<file path="src/rtl/irtx_pkg.sv">
package irtx_pkg;
  localparam int unsigned DUR_W   = 16;
  localparam int unsigned PHASE_W = 4;   // 16 ticks per carrier period

  typedef struct packed {
    logic             level;  // 1 = mark
    logic [DUR_W-1:0] dur;
  } irtx_desc_t;
endpackage

</file>
<file path="src/rtl/irtx_fifo.sv">
module irtx_fifo
  import irtx_pkg::*;
#(
  parameter int unsigned DEPTH = 8
) (
  input  logic                         clk,
  input  logic                         rst_n,
  input  logic                         wr_en,
  input  irtx_desc_t                   wr_data,
  input  logic                         rd_en,
  output irtx_desc_t                   rd_data,
  output logic [$clog2(DEPTH+1)-1:0]   count,
  output logic                         empty,
  output logic                         full
);
  localparam int unsigned AW = (DEPTH > 1) ? $clog2(DEPTH) : 1;
  localparam int unsigned CW = $clog2(DEPTH+1);

  irtx_desc_t      mem [DEPTH];
  logic [AW-1:0]   wptr_q, wptr_d, rptr_q, rptr_d;
  logic [CW-1:0]   cnt_q, cnt_d;
  logic            do_wr, do_rd;

  assign empty   = (cnt_q == '0);
  assign full    = (cnt_q == CW'(DEPTH));
  assign count   = cnt_q;
  assign do_wr   = wr_en && !full;
  assign do_rd   = rd_en && !empty;
  assign rd_data = mem[rptr_q];

  always_comb begin
    wptr_d = wptr_q;
    rptr_d = rptr_q;
    cnt_d  = cnt_q;
    if (do_wr) wptr_d = (wptr_q == AW'(DEPTH-1)) ? '0 : wptr_q + 1'b1;
    if (do_rd) rptr_d = (rptr_q == AW'(DEPTH-1)) ? '0 : rptr_q + 1'b1;
    case ({do_wr, do_rd})
      2'b10:   cnt_d = cnt_q + 1'b1;
      2'b01:   cnt_d = cnt_q - 1'b1;
      default: cnt_d = cnt_q;
    endcase
  end

  always_ff @(posedge clk or negedge rst_n) begin
    if (!rst_n) begin
      wptr_q <= '0;
      rptr_q <= '0;
      cnt_q  <= '0;
    end else begin
      wptr_q <= wptr_d;
      rptr_q <= rptr_d;
      cnt_q  <= cnt_d;
    end
  end

  always_ff @(posedge clk) begin
    if (do_wr) mem[wptr_q] <= wr_data;
  end

  assert_no_overflow_R10: assert property (@(posedge clk) disable iff (!rst_n)
    cnt_q <= CW'(DEPTH));
  assert_full_drop_R10: assert property (@(posedge clk) disable iff (!rst_n)
    (full && wr_en && !rd_en) |=> full);
endmodule

</file>
<file path="src/rtl/irtx_tick.sv">
module irtx_tick #(
  parameter int unsigned DIV_W = 16
) (
  input  logic             clk,
  input  logic             rst_n,
  input  logic             run,
  input  logic             restart,
  input  logic [DIV_W-1:0] div,
  output logic             tick
);
  logic [DIV_W-1:0] cnt_q, cnt_d;

  assign tick = run && (cnt_q == div);

  always_comb begin
    if (!run || restart || tick) cnt_d = '0;
    else                         cnt_d = cnt_q + 1'b1;
  end

  always_ff @(posedge clk or negedge rst_n) begin
    if (!rst_n) cnt_q <= '0;
    else        cnt_q <= cnt_d;
  end

  assert_tick_gap_R1: assert property (@(posedge clk) disable iff (!rst_n)
    (tick && div != '0) |=> (!tick || !$stable(div)));
endmodule

</file>
<file path="src/rtl/irtx_seq.sv">
module irtx_seq
  import irtx_pkg::*;
(
  input  logic       clk,
  input  logic       rst_n,
  input  logic       tx_en,
  input  logic       mod_en,
  input  logic       pol_space,
  input  logic [3:0] duty,
  input  logic       tick,
  input  logic       avail,
  input  irtx_desc_t head,
  output logic       pop,
  output logic       restart,
  output logic       active,
  output logic       raw
);
  logic               act_q, act_d;
  logic               lvl_q, lvl_d;
  logic [DUR_W-1:0]   rem_q, rem_d;
  logic [PHASE_W-1:0] ph_q, ph_d;
  logic               last, burst, head_burst;

  assign last       = act_q && tick && (rem_q == DUR_W'(1));
  assign pop        = tx_en && avail && (!act_q || last);
  assign restart    = pop && !act_q;
  assign burst      = act_q && (lvl_q ^ pol_space);
  assign head_burst = head.level ^ pol_space;

  always_comb begin
    act_d = act_q;
    lvl_d = lvl_q;
    rem_d = rem_q;
    ph_d  = ph_q;
    if (act_q && tick) begin
      rem_d = rem_q - 1'b1;
      ph_d  = ph_q + 1'b1;
    end
    if (last) act_d = 1'b0;
    if (pop) begin
      act_d = 1'b1;
      lvl_d = head.level;
      rem_d = (head.dur == '0) ? DUR_W'(1) : head.dur;
      if (head_burst && !burst) ph_d = '0;
    end
    if (!tx_en) act_d = 1'b0;
  end

  always_ff @(posedge clk or negedge rst_n) begin
    if (!rst_n) begin
      act_q <= 1'b0;
      lvl_q <= 1'b0;
      rem_q <= '0;
      ph_q  <= '0;
    end else begin
      act_q <= act_d;
      lvl_q <= lvl_d;
      rem_q <= rem_d;
      ph_q  <= ph_d;
    end
  end

  assign active = act_q;
  assign raw    = burst && (!mod_en || (ph_q <= duty));

  assert_rem_nonzero_R2: assert property (@(posedge clk) disable iff (!rst_n)
    act_q |-> rem_q != '0);
  assert_hold_off_R11: assert property (@(posedge clk) disable iff (!rst_n)
    !tx_en |=> !act_q);
  assert_phase_zero_R6: assert property (@(posedge clk) disable iff (!rst_n)
    (pop && head_burst && !burst) |=> ph_q == '0);
endmodule

</file>
<file path="src/rtl/irtx_pulse_engine.sv">
module irtx_pulse_engine
  import irtx_pkg::*;
#(
  parameter int unsigned DEPTH = 8,
  parameter int unsigned DIV_W = 16
) (
  input  logic             clk,
  input  logic             rst_n,
  input  logic             cfg_tx_en,
  input  logic             cfg_mod_en,
  input  logic             cfg_fifo_en,
  input  logic [DIV_W-1:0] cfg_div,
  input  logic [3:0]       cfg_duty,
  input  logic             cfg_burst_on_space,
  input  logic             cfg_invert,
  input  logic             cfg_req_not_empty,
  input  logic             cfg_irq_en,
  input  logic             wr_valid,
  input  logic             wr_level,
  input  logic [DUR_W-1:0] wr_dur,
  output logic             wr_full,
  output logic             ir_out,
  output logic             busy,
  output logic             svc_req,
  output logic             irq
);
  localparam int unsigned CW   = $clog2(DEPTH+1);
  localparam int unsigned HALF = DEPTH / 2;

  logic          rst_m_q, rst_s_q;
  logic          tick, pop, restart, active, raw, empty;
  logic [CW-1:0] count;
  irtx_desc_t    wdesc, head;

  always_ff @(posedge clk or negedge rst_n) begin
    if (!rst_n) begin
      rst_m_q <= 1'b0;
      rst_s_q <= 1'b0;
    end else begin
      rst_m_q <= 1'b1;
      rst_s_q <= rst_m_q;
    end
  end

  assign wdesc.level = wr_level;
  assign wdesc.dur   = wr_dur;

  irtx_fifo #(.DEPTH(DEPTH)) u_fifo (
    .clk(clk), .rst_n(rst_s_q),
    .wr_en(wr_valid && cfg_fifo_en), .wr_data(wdesc),
    .rd_en(pop), .rd_data(head),
    .count(count), .empty(empty), .full(wr_full)
  );

  irtx_tick #(.DIV_W(DIV_W)) u_tick (
    .clk(clk), .rst_n(rst_s_q), .run(cfg_tx_en),
    .restart(restart), .div(cfg_div), .tick(tick)
  );

  irtx_seq u_seq (
    .clk(clk), .rst_n(rst_s_q), .tx_en(cfg_tx_en), .mod_en(cfg_mod_en),
    .pol_space(cfg_burst_on_space), .duty(cfg_duty), .tick(tick),
    .avail(!empty), .head(head), .pop(pop), .restart(restart),
    .active(active), .raw(raw)
  );

  assign ir_out  = raw ^ cfg_invert;
  assign busy    = active || !empty;
  assign svc_req = cfg_req_not_empty ? !empty : (count <= CW'(HALF));
  assign irq     = svc_req && cfg_irq_en;

  assert_idle_level_R5: assert property (@(posedge clk) disable iff (!rst_s_q)
    !busy |-> ir_out == cfg_invert);
  assert_queue_busy_R8: assert property (@(posedge clk) disable iff (!rst_s_q)
    !empty |-> busy);
endmodule

</file>
<file path="config.mk">
export PLATFORM = sky130hd
export DESIGN_NAME = irtx_pulse_engine
export DESIGN_NICKNAME = d
export VERILOG_FILES = /design/src/rtl/irtx_pkg.sv /design/src/rtl/irtx_fifo.sv /design/src/rtl/irtx_tick.sv /design/src/rtl/irtx_seq.sv /design/src/rtl/irtx_pulse_engine.sv
export SDC_FILE = /design/constraint.sdc
export NUM_CORES = 1
export LEC_CHECK = 0
export ABC_CLOCK_PERIOD_IN_PS = 2000
export BUFFER_PORTS_ARGS = -buffer_cell sky130_fd_sc_hd__buf_2
export CORE_UTILIZATION = 45
export DETAILED_ROUTE_END_ITERATION = 10
export PLACE_DENSITY_LB_ADDON = 0.08
export SYNTH_ARGS = -nofsm -noshare
export SYNTH_HDL_FRONTEND = slang
export SYNTH_SLANG_ARGS = --single-unit
</file>
<file path="constraint.sdc">
create_clock -name clk -period 2 [get_ports clk]
set_input_delay 0.3 -clock clk [delete_from_list [all_inputs] [get_ports clk]]
set_output_delay 0.3 -clock clk [all_outputs]
set_load 0.05 [all_outputs]
</file>
==> results of run 1 <==
## cell usage after synthesis (5+ instances only)
master    instances  area, µm²
ha_1             15        188
nand2b_1          6       37.5
inv_1            12       45.0
dfrtp_1          50       1250
nand2_1          18       67.6
nor2_1           35        131
clkbuf_1         13       48.8
nand3_1          11       55.1
a21oi_1          21        105
xnor2_1          24        210
buf_1             5       18.8
or4_1             5       37.5
nor3_1           14       70.1
nor4_1           12       75.1
or3_1             8       50.1
xor2_1           30        263
nand4_1          10       62.6
edfxtp_1        136       4080
o22ai_1          14       87.6
mux2i_1          46        460
o21ai_0           8       40.0
mux4_2           20        450
## sequential cells by signal (all words and copies together), names as in the netlist
signal and count:
rst_m_q 1, u_seq.rem_q 16, u_fifo.wptr_q 3, u_fifo.mem 136, u_seq.active 1, u_tick.cnt_q 16, rst_s_q 1, u_seq.ph_q 4
u_fifo.rptr_q 3, u_fifo.count 4, u_seq.lvl_q 1
## cell usage in the layout, fill, tap and decap left out, types with 3 or more instances in the layout
master       n
clkbuf_16   17
or3_1        8
nor2_1      29
a21oi_2      3
dfrtp_1     48
ha_1        11
mux2i_1     46
nor2b_1      3
nand3_1     10
mux2_2       3
buf_12      15
mux2_4       3
buf_2       49
nand4_1     10
nor3_1       9
or4_1        4
clkinv_1     3
nor4_1      12
buf_6        5
o21ai_0      5
nor3_4       3
mux4_2      20
nor2_2       6
nand2b_1     6
o22ai_1     14
buf_4       93
edfxtp_1   136
ha_4         3
clkinv_2     3
xnor2_1     24
inv_8        4
nand2_1     17
a21oi_1     18
inv_1       12
xor2_1      28
## worst max path at each step
| stage | start | to | cells past startpoint |
|---|---|---|---|
| after detailed placement | u_seq.rem_q[5]$_DFFE_PN0P_ | u_fifo.count[2]$_DFFE_PN0P_ | 12 |
| after CTS | u_seq.rem_q[3]$_DFFE_PN0P_ | u_fifo.count[2]$_DFFE_PN0P_ | 12 |
| after floorplan | u_seq.rem_q[5]$_DFFE_PN0P_ | u_fifo.count[2]$_DFFE_PN0P_ | 13 |
| final | u_seq.rem_q[3]$_DFFE_PN0P_ | u_fifo.count[2]$_DFFE_PN0P_ | 12 |
| after global placement | u_seq.rem_q[5]$_DFFE_PN0P_ | u_fifo.count[2]$_DFFE_PN0P_ | 12 |
| after global routing | u_seq.rem_q[3]$_DFFE_PN0P_ | u_fifo.count[2]$_DFFE_PN0P_ | 12 |
## metal layers
| metal | vias to the layer above | global-route usage | routed length, µm | part of all wire |
|---|---|---|---|---|
| met1 | 2501 | 0.247 | 7570 | 0.45 |
| met3 | 17 | 0.0343 | 451 | 0.027 |
| li1 | 2377 | - | - | - |
| met4 | 0 | 0.0710 | 198 | 0.012 |
| met2 | 82 | 0.344 | 8770 | 0.52 |
| met5 | - | 0 | 0 | 0 |
## metrics by stage
stage | instance area [µm²] | TNS, ns | worst slack (ns)
finish | 10400 | -24.09 | -1.15
global route | 10400 | -27.95 | -1.23
CTS | 10300 | -24.26 | -1.16
detailed placement | 9700 | -28.45 | -1.34
global placement | 9700 | -26.87 | -1.24
floorplan | 8270 | -21.92 | -1.39
## worst max-delay path, delay by kind of cell, from the launching register on
family,cells,cell delay [ns]
AND/OR/NAND/NOR,5,1.41
AO/OA/AOI/OAI,2,0.51
XOR/XNOR,3,0.40
flip-flops,1,0.38
adder cells (fa/ha/maj),2,0.33
## cell type report
class | count | share of cell area
inverters | 13 | 0.00469
multi-input cells | 324 | 0.273
clock inverters | 15 | 0.0113
repair buffers | 165 | 0.130
flip-flops and latches | 186 | 0.513
well taps | 225 | 0.0271
clock buffers | 17 | 0.0409
## power by group through the flow
stage / Clock, mW / Combinational [mW] / Sequential (mW)
after global placement: 0 / 4.86 / 4.99
after CTS: 3.16 / 5.04 / 4.94
after detailed placement: 0 / 4.93 / 5.02
final: 3.10 / 5.04 / 4.95
after floorplan: 0 / 2.56 / 5.02
after global routing: 3.30 / 5.44 / 5.00
## what timing repair did
action	4_1_cts	5_1_grt
endpoints found under the hold margin	2	0
gates cloned	1	0
pin swaps	7	3
buffers inserted	2	1
hold buffers	1	0
resized for setup	14	11
setup endpoints to repair	51	51
## logic make-up (layout without fill, tap and decap cells)
kind of cell             count (synthesis)  after routing  share of synthesized area
buffers and inverters                   33            210                     0.0182
XOR/XNOR                                54             54                     0.0582
AO/OA/AOI/OAI                           51             51                     0.0379
adder cells (fa/ha/maj)                 15             15                     0.0231
flip-flops                             186            186                      0.656
other                                    1              1                   0.000461
multiplexers                            72             72                      0.122
AND/OR/NAND/NOR                        131            131                     0.0841
==> impl_metrics.json, run 1 <==
{
  "cp.required_ns": 2.30,
  "first_iter_violations": 205,
  "finalMaxSlewViolations": 0,
  "slew-limit-headroom": 0.584,
  "p_sw_frac": 0.317,
  "p_sw_mw": 4.15,
  "tightest_slew_ns": 0.625,
  "holdPathEnd": "u_fifo.mem[0][9]$_DFFE_PP_",
  "clk_latency_ns": 0.42,
  "wirelength_mm": 17.0,
  "grt_overflow": 0,
  "fp.dieW_um": 136,
  "violations": "setup timing",
  "synth_area_um2": 8130,
  "cts_tree": "built",
  "worstSetupPathType": "flip-flop to flip-flop",
  "io_pins": 52,
  "cp-start-kind": "flip-flop",
  "ant_nets": 0,
  "initial_core_util": 0.465,
  "min_from": "wr_dur[9]",
  "regArea_um2": 5340,
  "die-area_um2": 18600,
  "r2r-start": "u_seq.rem_q[3]$_DFFE_PN0P_",
  "ys_ff_latch": 186,
  "area_growth_pct": 28.0,
  "cp_data_arrival_time_ns": 3.46,
  "multi_input_area_um2": 2840,
  "cts_buffers": 17,
  "antenna_found_initial": 0,
  "setup_viol": 50,
  "fin_util": 0.595,
  "clockBufferDepth": 2,
  "cpMaxStageDelayCell": "or4_4",
  "power_leakage_nw": 3.99,
  "num_antenna_cells": 0,
  "synth-main-ff-cell": "edfxtp_1",
  "grt_pass1_wl_mm": 26.8,
  "vias": 4977,
  "synthCells": 543,
  "num_rows": 48,
  "whs_path_depth": 1,
  "drc": 0,
  "cp-end-kind": "flip-flop",
  "synth_seq_area_share": 0.656,
  "grt_max_degree": 26,
  "firstDrtPassIters": 6,
  "numPortBuffers": 51,
  "nets": 769,
  "htreeDepth": 4,
  "power_density_nw_per_um2": 1260,
  "clkPwrFrac": 0.237,
  "rsz0062_at_grt": "true",
  "status": "finished with violations",
  "p_int_mw": 8.94,
  "layout-drive-gt1-share": 0.357,
  "setup_slack_ns": -1.15,
  "whs_ns": 0.144,
  "syn_avg_cell_area_um2": 15.0,
  "place.gp.congestion": 0.786,
  "ir_worst_vdd_mv": 0.939,
  "clock_sinks": 186,
  "grt_usage": 0.198,
  "fin_crit_sh": 1.58,
  "r2r_cells": 12,
  "cts-root-buf": "clkbuf_16",
  "wire_per_inst_um": 18.0,
  "dp.cells": 908,
  "seqPwrFrac": 0.378,
  "max_cap_viol_count": 0,
  "rrSetupSlack_ns": -1.15,
  "cp_max_fo": 2,
  "min_period_ns": 3.15,
  "worstPathCellList": "or4_4 > or4_4 > or2_4 > o41a_4 > nor2_8 > ha_4 > xor2_2 > ha_2 > a21oi_2 > xor2_1 > nor2_1 > xor2_1",
  "rr_endpoint": "u_fifo.count[2]$_DFFE_PN0P_",
  "chipHeight_um": 136,
  "fin_skew_ns": 0.00529,
  "timing.fmax_mhz": 317,
  "slowest_delay_ns": 0.55,
  "cts.clk_slew.worst_paths_ns": 0.07,
  "synth_cell_types": 43,
  "final_hold_viol_count": 0,
  "fillers": 1383,
  "synth.yosys.warnings": 0,
  "synth_nets": 605,
  "hpwl_mm": 11.5,
  "core-area_um2": 17500,
  "power_frac_comb": 0.385,
  "hold_path_class": "input port to flip-flop",
  "grt_pass1_vias": 5154,
  "synth_edf_count": 136,
  "async_flop_share": 0.269,
  "routed_via_density": 5.27,
  "instances_no_fill": 945,
  "p_total_mw": 13.1
}
Power figures use the tool's default switching activity.
==> run 2: changes to the inputs <==
--- a/config.mk
+++ b/config.mk
@@ -9,7 +9,6 @@
 export BUFFER_PORTS_ARGS = -buffer_cell sky130_fd_sc_hd__buf_2
 export CORE_UTILIZATION = 45
 export DETAILED_ROUTE_END_ITERATION = 10
-export PLACE_DENSITY_LB_ADDON = 0.08
 export SYNTH_ARGS = -nofsm -noshare
 export SYNTH_HDL_FRONTEND = slang
 export SYNTH_SLANG_ARGS = --single-unit
==> impl_metrics.json, run 2 (synthesis gave the netlist of run 1 again) <==
{
  "status": "finished with violations",
  "violations": "setup timing",
  "layout-drive-gt1-share": 0.354,
  "regMostFlops": "u_fifo.mem",
  "whs_path_depth": 1,
  "first_iter_violations": 252,
  "num_rows": 48,
  "max_cap_viol_count": 0,
  "clock_sinks": 186,
  "rrSetupSlack_ns": -1.08,
  "routed_via_density": 5.32,
  "io_pins": 52,
  "setup_slack_ns": -1.08,
  "p_int_mw": 9.13,
  "setup_tns_ns": -25.86,
  "cp-end-kind": "flip-flop",
  "top_regs": "u_fifo.mem: 136 flops, u_seq.rem_q: 16 flops, u_tick.cnt_q: 16 flops",
  "fin_util": 0.601,
  "cp_max_fo": 2,
  "worstPathCellList": "or4_4 > or4_4 > or2_4 > o41a_4 > nor2_8 > ha_4 > xor2_1 > ha_2 > a21oi_2 > xor2_1 > nor2_1 > xor2_1",
  "timing.fmax_mhz": 324,
  "crit_family": "simple AND/OR/NAND/NOR gates",
  "wire_per_inst_um": 18.2,
  "antenna_found_initial": 0,
  "postPlaceCellArea_um2": 9650,
  "grt_pass1_wl_mm": 26.6,
  "worstSetupPathType": "flip-flop to flip-flop",
  "ir_worst_vdd_mv": 0.703,
  "slew-limit-headroom": 0.634,
  "core-area_um2": 17500,
  "finalMaxSlewViolations": 0,
  "stdcell_area_um2": 10500,
  "grt_usage": 0.196,
  "layout_common_cells": "136 x edfxtp_1, 86 x buf_4, 49 x buf_2",
  "rr_endpoint": "u_fifo.count[2]$_DFFE_PN0P_",
  "fin_crit_sh": 1.54,
  "chipHeight_um": 136,
  "firstDrtPassIters": 4,
  "min_from": "wr_dur[9]",
  "num_antenna_cells": 0,
  "grt_pass1_vias": 5193,
  "cts_buffers": 17,
  "fp.dieW_um": 136,
  "min_period_ns": 3.08,
  "nets": 769,
  "cp_data_arrival_time_ns": 3.43,
  "setup_viol": 50,
  "area_growth_pct": 29.2,
  "initial_core_util": 0.465,
  "grt_max_degree": 28,
  "place.gp.congestion": 0.797,
  "drc": 0,
  "r2r-start": "u_seq.rem_q[5]$_DFFE_PN0P_",
  "final_common_cell": "edfxtp_1",
  "cp-start-kind": "flip-flop",
  "tightest_slew_ns": 0.549,
  "power_leakage_nw": 4.03,
  "htreeDepth": 4,
  "vias": 5015,
  "power_frac_comb": 0.376,
  "p_sw_frac": 0.308,
  "power_density_nw_per_um2": 1260,
  "clockBufferDepth": 2,
  "final_hold_viol_count": 0,
  "hpwl_mm": 11.5,
  "cpMaxStageDelayCell": "or4_4",
  "whs_ns": 0.131,
  "fin_skew_ns": 0.0178,
  "instances_no_fill": 943,
  "path_buf_inv": 0,
  "r2r_cells": 12,
  "cts-root-buf": "clkbuf_16",
  "cp.required_ns": 2.35,
  "cts_tree": "built",
  "clkPwrFrac": 0.248,
  "holdPathEnd": "u_fifo.mem[7][9]$_DFFE_PP_",
  "grt_overflow": 0,
  "hold_path_class": "input port to flip-flop",
  "seqPwrFrac": 0.376,
  "clk_latency_ns": 0.43,
  "dp.cells": 899,
  "numPortBuffers": 51,
  "rsz0062_at_grt": "true",
  "die-area_um2": 18600,
  "ant_nets": 0,
  "largest_reg_flops": 136,
  "p_sw_mw": 4.07,
  "cp_common_cell": "xor2_1",
  "wirelength_mm": 17.2,
  "slowest_delay_ns": 0.54,
  "cts.clk_slew.worst_paths_ns": 0.07
}
## run 2: worst register-to-register path: cells and delay by family, from the launching register on
| kind | cells | cell delay [ns] |
|---|---|---|
| AND/OR/NAND/NOR | 5 | 1.45 |
| adder cells (fa/ha/maj) | 2 | 0.33 |
| XOR/XNOR | 3 | 0.43 |
| AO/OA/AOI/OAI | 2 | 0.42 |
| flip-flops | 1 | 0.37 |
## run 2: worst max-delay path by stage
stage / slack [ns] / cells after the start / endpoint / from
after CTS: -1.09 / 12 / u_fifo.count[2]$_DFFE_PN0P_ / u_seq.rem_q[5]$_DFFE_PN0P_
after floorplan: -1.39 / 13 / u_fifo.count[2]$_DFFE_PN0P_ / u_seq.rem_q[5]$_DFFE_PN0P_
after global placement: -1.23 / 12 / u_fifo.count[2]$_DFFE_PN0P_ / u_seq.rem_q[5]$_DFFE_PN0P_
final: -1.08 / 12 / u_fifo.count[2]$_DFFE_PN0P_ / u_seq.rem_q[5]$_DFFE_PN0P_
after detailed placement: -1.26 / 12 / u_fifo.count[2]$_DFFE_PN0P_ / u_seq.rem_q[6]$_DFFE_PN0P_
after global routing: -1.21 / 12 / u_fifo.count[2]$_DFFE_PN0P_ / u_seq.rem_q[5]$_DFFE_PN0P_
## run 2: through the flow
stage | total power [mW] | worst slack [ns]
3_3_place_gp | 9.64 | -1.23
6_report | 13.2 | -1.08
3_5_place_dp | 9.77 | -1.26
2_1_floorplan | 7.58 | -1.39
5_1_grt | 13.8 | -1.21
4_1_cts | 13.2 | -1.09
## run 2: area by class of cell
type,count,area [µm²]
clock buffers,17,425
multi-input cells,324,2840
well taps,225,282
clock inverters,13,144
repair buffers,165,1420
fillers,1360,6980
inverters,13,48.8
flip-flops and latches,186,5340
## run 2: routing by layer
metal	wire length (µm)	up-vias	share of wire	track usage
met1	7630	2511	0.44	0.241
li1	-	2391	-	-
met4	190	0	0.011	0.0438
met2	8740	99	0.51	0.347
met3	641	14	0.037	0.0462
met5	0	-	0	0
## run 2: power by group through the flow
| stage | Clock [mW] | Combinational [mW] | Sequential, mW |
|---|---|---|---|
| after floorplan | 0 | 2.56 | 5.02 |
| after detailed placement | 0 | 4.74 | 5.03 |
| after global routing | 3.47 | 5.36 | 5.02 |
| after CTS | 3.33 | 4.90 | 4.96 |
| final | 3.27 | 4.96 | 4.96 |
| after global placement | 0 | 4.63 | 5.01 |
## run 2: repair_timing
item                       in CTS  in global routing
gates cloned                    1                  2
pin swaps                       6                 11
buffers inserted                7                  6
hold endpoints to repair        2                  0
setup endpoints to repair      34                 51
hold buffers                    1                  0
gates resized for setup        18                 12
==> run 3: changes to the inputs <==
--- a/config.mk
+++ b/config.mk
@@ -5,7 +5,7 @@
 export SDC_FILE = /design/constraint.sdc
 export NUM_CORES = 1
 export LEC_CHECK = 0
-export ABC_CLOCK_PERIOD_IN_PS = 2000
+export ABC_CLOCK_PERIOD_IN_PS = 3740
 export BUFFER_PORTS_ARGS = -buffer_cell sky130_fd_sc_hd__buf_2
 export CORE_UTILIZATION = 45
 export DETAILED_ROUTE_END_ITERATION = 10
==> constraint.sdc (replaced) <==
create_clock -name clk -period 3.74 [get_ports clk]
set_input_delay 0.561 -clock clk [delete_from_list [all_inputs] [get_ports clk]]
set_output_delay 0.561 -clock clk [all_outputs]
set_load 0.05 [all_outputs]
==> impl_metrics.json, run 3 (synthesis gave the netlist of run 1 again) <==
{
  "largest_reg_flops": 136,
  "tightest_slew_ns": 0.693,
  "wire_per_inst_um": 18.2,
  "vias": 4570,
  "antenna_found_initial": 0,
  "firstDrtPassIters": 4,
  "setup_slack_ns": 0.179,
  "chipHeight_um": 136,
  "grt_pass1_wl_mm": 24.8,
  "grt_overflow": 0,
  "status": "finished, final reports clean",
  "first_iter_violations": 188,
  "power_leakage_nw": 3.45,
  "grt_usage": 0.183,
  "cp-end-kind": "flip-flop",
  "power_density_nw_per_um2": 659,
  "routed_via_density": 5.35,
  "timing.fmax_mhz": 281,
  "die-area_um2": 18600,
  "place.gp.congestion": 0.800,
  "final_common_cell": "edfxtp_1",
  "stdcell_area_um2": 9300,
  "worstSetupPathType": "flip-flop to flip-flop",
  "htreeDepth": 4,
  "ant_nets": 0,
  "max_cap_viol_count": 0,
  "layout-drive-gt1-share": 0.219,
  "area_growth_pct": 14.4,
  "hpwl_mm": 10.0,
  "io_pins": 52,
  "cp.required_ns": 4.05,
  "setup_tns_ns": 0,
  "drc": 0,
  "r2r-start": "u_seq.rem_q[3]$_DFFE_PN0P_",
  "finalMaxSlewViolations": 0,
  "initial_core_util": 0.465,
  "rrSetupSlack_ns": 0.18,
  "core-area_um2": 17500,
  "clock_sinks": 186,
  "clockBufferDepth": 2,
  "whs_path_depth": 0,
  "top_regs": "u_fifo.mem: 136 flops, u_seq.rem_q: 16 flops, u_tick.cnt_q: 16 flops",
  "layout_common_cells": "136 x edfxtp_1, 51 x buf_2, 48 x dfrtp_1",
  "fin_util": 0.532,
  "ir_worst_vdd_mv": 0.318,
  "rsz0062_at_grt": "false",
  "grt_pass1_vias": 4731,
  "setup_viol": 0,
  "min_from": "rst_m_q$_DFF_PN0_",
  "slew-limit-headroom": 0.535,
  "regMostFlops": "u_fifo.mem",
  "postPlaceCellArea_um2": 8730,
  "cp_data_arrival_time_ns": 3.87,
  "r2r_cells": 12,
  "num_antenna_cells": 0,
  "cp-start-kind": "flip-flop",
  "cts_tree": "built",
  "fin_skew_ns": 0.00987,
  "cp_max_fo": 6,
  "dp_slack_ns": 0.0983,
  "holdPathEnd": "rst_s_q$_DFF_PN0_",
  "rr_endpoint": "u_fifo.count[2]$_DFFE_PN0P_",
  "nets": 678,
  "min_period_ns": 3.56,
  "numPortBuffers": 51,
  "clk_latency_ns": 0.43,
  "grt_max_degree": 49,
  "fp.dieW_um": 136,
  "num_rows": 48,
  "p_total_mw": 6.13,
  "final_hold_viol_count": 0,
  "cts.clk_slew.worst_paths_ns": 0.07,
  "fin_crit_sh": 0.952,
  "cts-root-buf": "clkbuf_16",
  "wirelength_mm": 15.5,
  "cts_buffers": 17,
  "hold_path_class": "flip-flop to flip-flop"
}
run 3: cell types whose count changed in the layout (fill, tap and decap cells not counted), sizes merged:
cell and change:
clkbuf -1, inv +2, buf -89, bufinv -2, clkinvlp +1
run 3: timing repair:
action                                  CTS  global route
setup buffers                             0             2
endpoints found under the hold margin     2             0
resized for setup                         0             1
endpoints found under the setup margin    0             1
hold buffers                              1             0
run 3: power by group:
part           internal (mW)  total [mW]  switching [mW]
combinational          0.790        1.74           0.947
sequential              2.49        2.74           0.252
clock                  0.865        1.65           0.784
total                   4.14        6.13            1.98
run 3: layout make-up:
cell class | instances | area (µm²)
Timing Repair Buffer | 74 | 430
Multi-Input combinational cell | 324 | 2660
Clock inverter | 14 | 111
Clock buffer | 18 | 429
Inverter | 13 | 48.8
Sequential cell | 186 | 5340
Fill cell | 1457 | 8180
Tap cell | 225 | 282
run 3: layer usage:
metal | wire, µm | track usage | up-vias | part of all wire
met2 | 7730 | 0.305 | 75 | 0.50
met5 | 0 | 0 | - | 0
met4 | 185 | 0.0562 | 0 | 0.012
met1 | 7050 | 0.237 | 2275 | 0.45
met3 | 578 | 0.0440 | 16 | 0.037
li1 | - | - | 2204 | -
run 3: worst max path at each step:
stage               slack, ns                  startpoint  cells past startpoint                     endpoint
floorplan                0.12  u_seq.rem_q[3]$_DFFE_PN0P_                     13  u_fifo.count[2]$_DFFE_PN0P_
global placement         0.18  u_seq.rem_q[3]$_DFFE_PN0P_                     12  u_fifo.count[2]$_DFFE_PN0P_
detailed placement        0.1  u_seq.rem_q[3]$_DFFE_PN0P_                     12  u_fifo.count[2]$_DFFE_PN0P_
CTS                      0.09  u_seq.rem_q[3]$_DFFE_PN0P_                     12  u_fifo.count[2]$_DFFE_PN0P_
global route             0.02  u_seq.rem_q[3]$_DFFE_PN0P_                     12  u_fifo.count[2]$_DFFE_PN0P_
finish                   0.18  u_seq.rem_q[3]$_DFFE_PN0P_                     12  u_fifo.count[2]$_DFFE_PN0P_
run 3: critical path: stages (launching register included):
cell	delay, ns
dfrtp_1	0.40
or4_4	0.56
or4_1	0.53
or2_1	0.25
o41a_4	0.55
nor2_8	0.11
ha_2	0.23
xor2_1	0.09
ha_1	0.19
a21oi_1	0.15
xor2_1	0.19
nor2_1	0.07
xor2_1	0.14
run 3: stage by stage:
stage | std cells | hold WS (ns)
2_1_floorplan | 543 | 0.265
3_3_place_gp | 819 | 0.338
3_5_place_dp | 819 | 0.336
4_1_cts | 852 | 0.352
5_1_grt | 854 | 0.373
6_report | 854 | 0.349
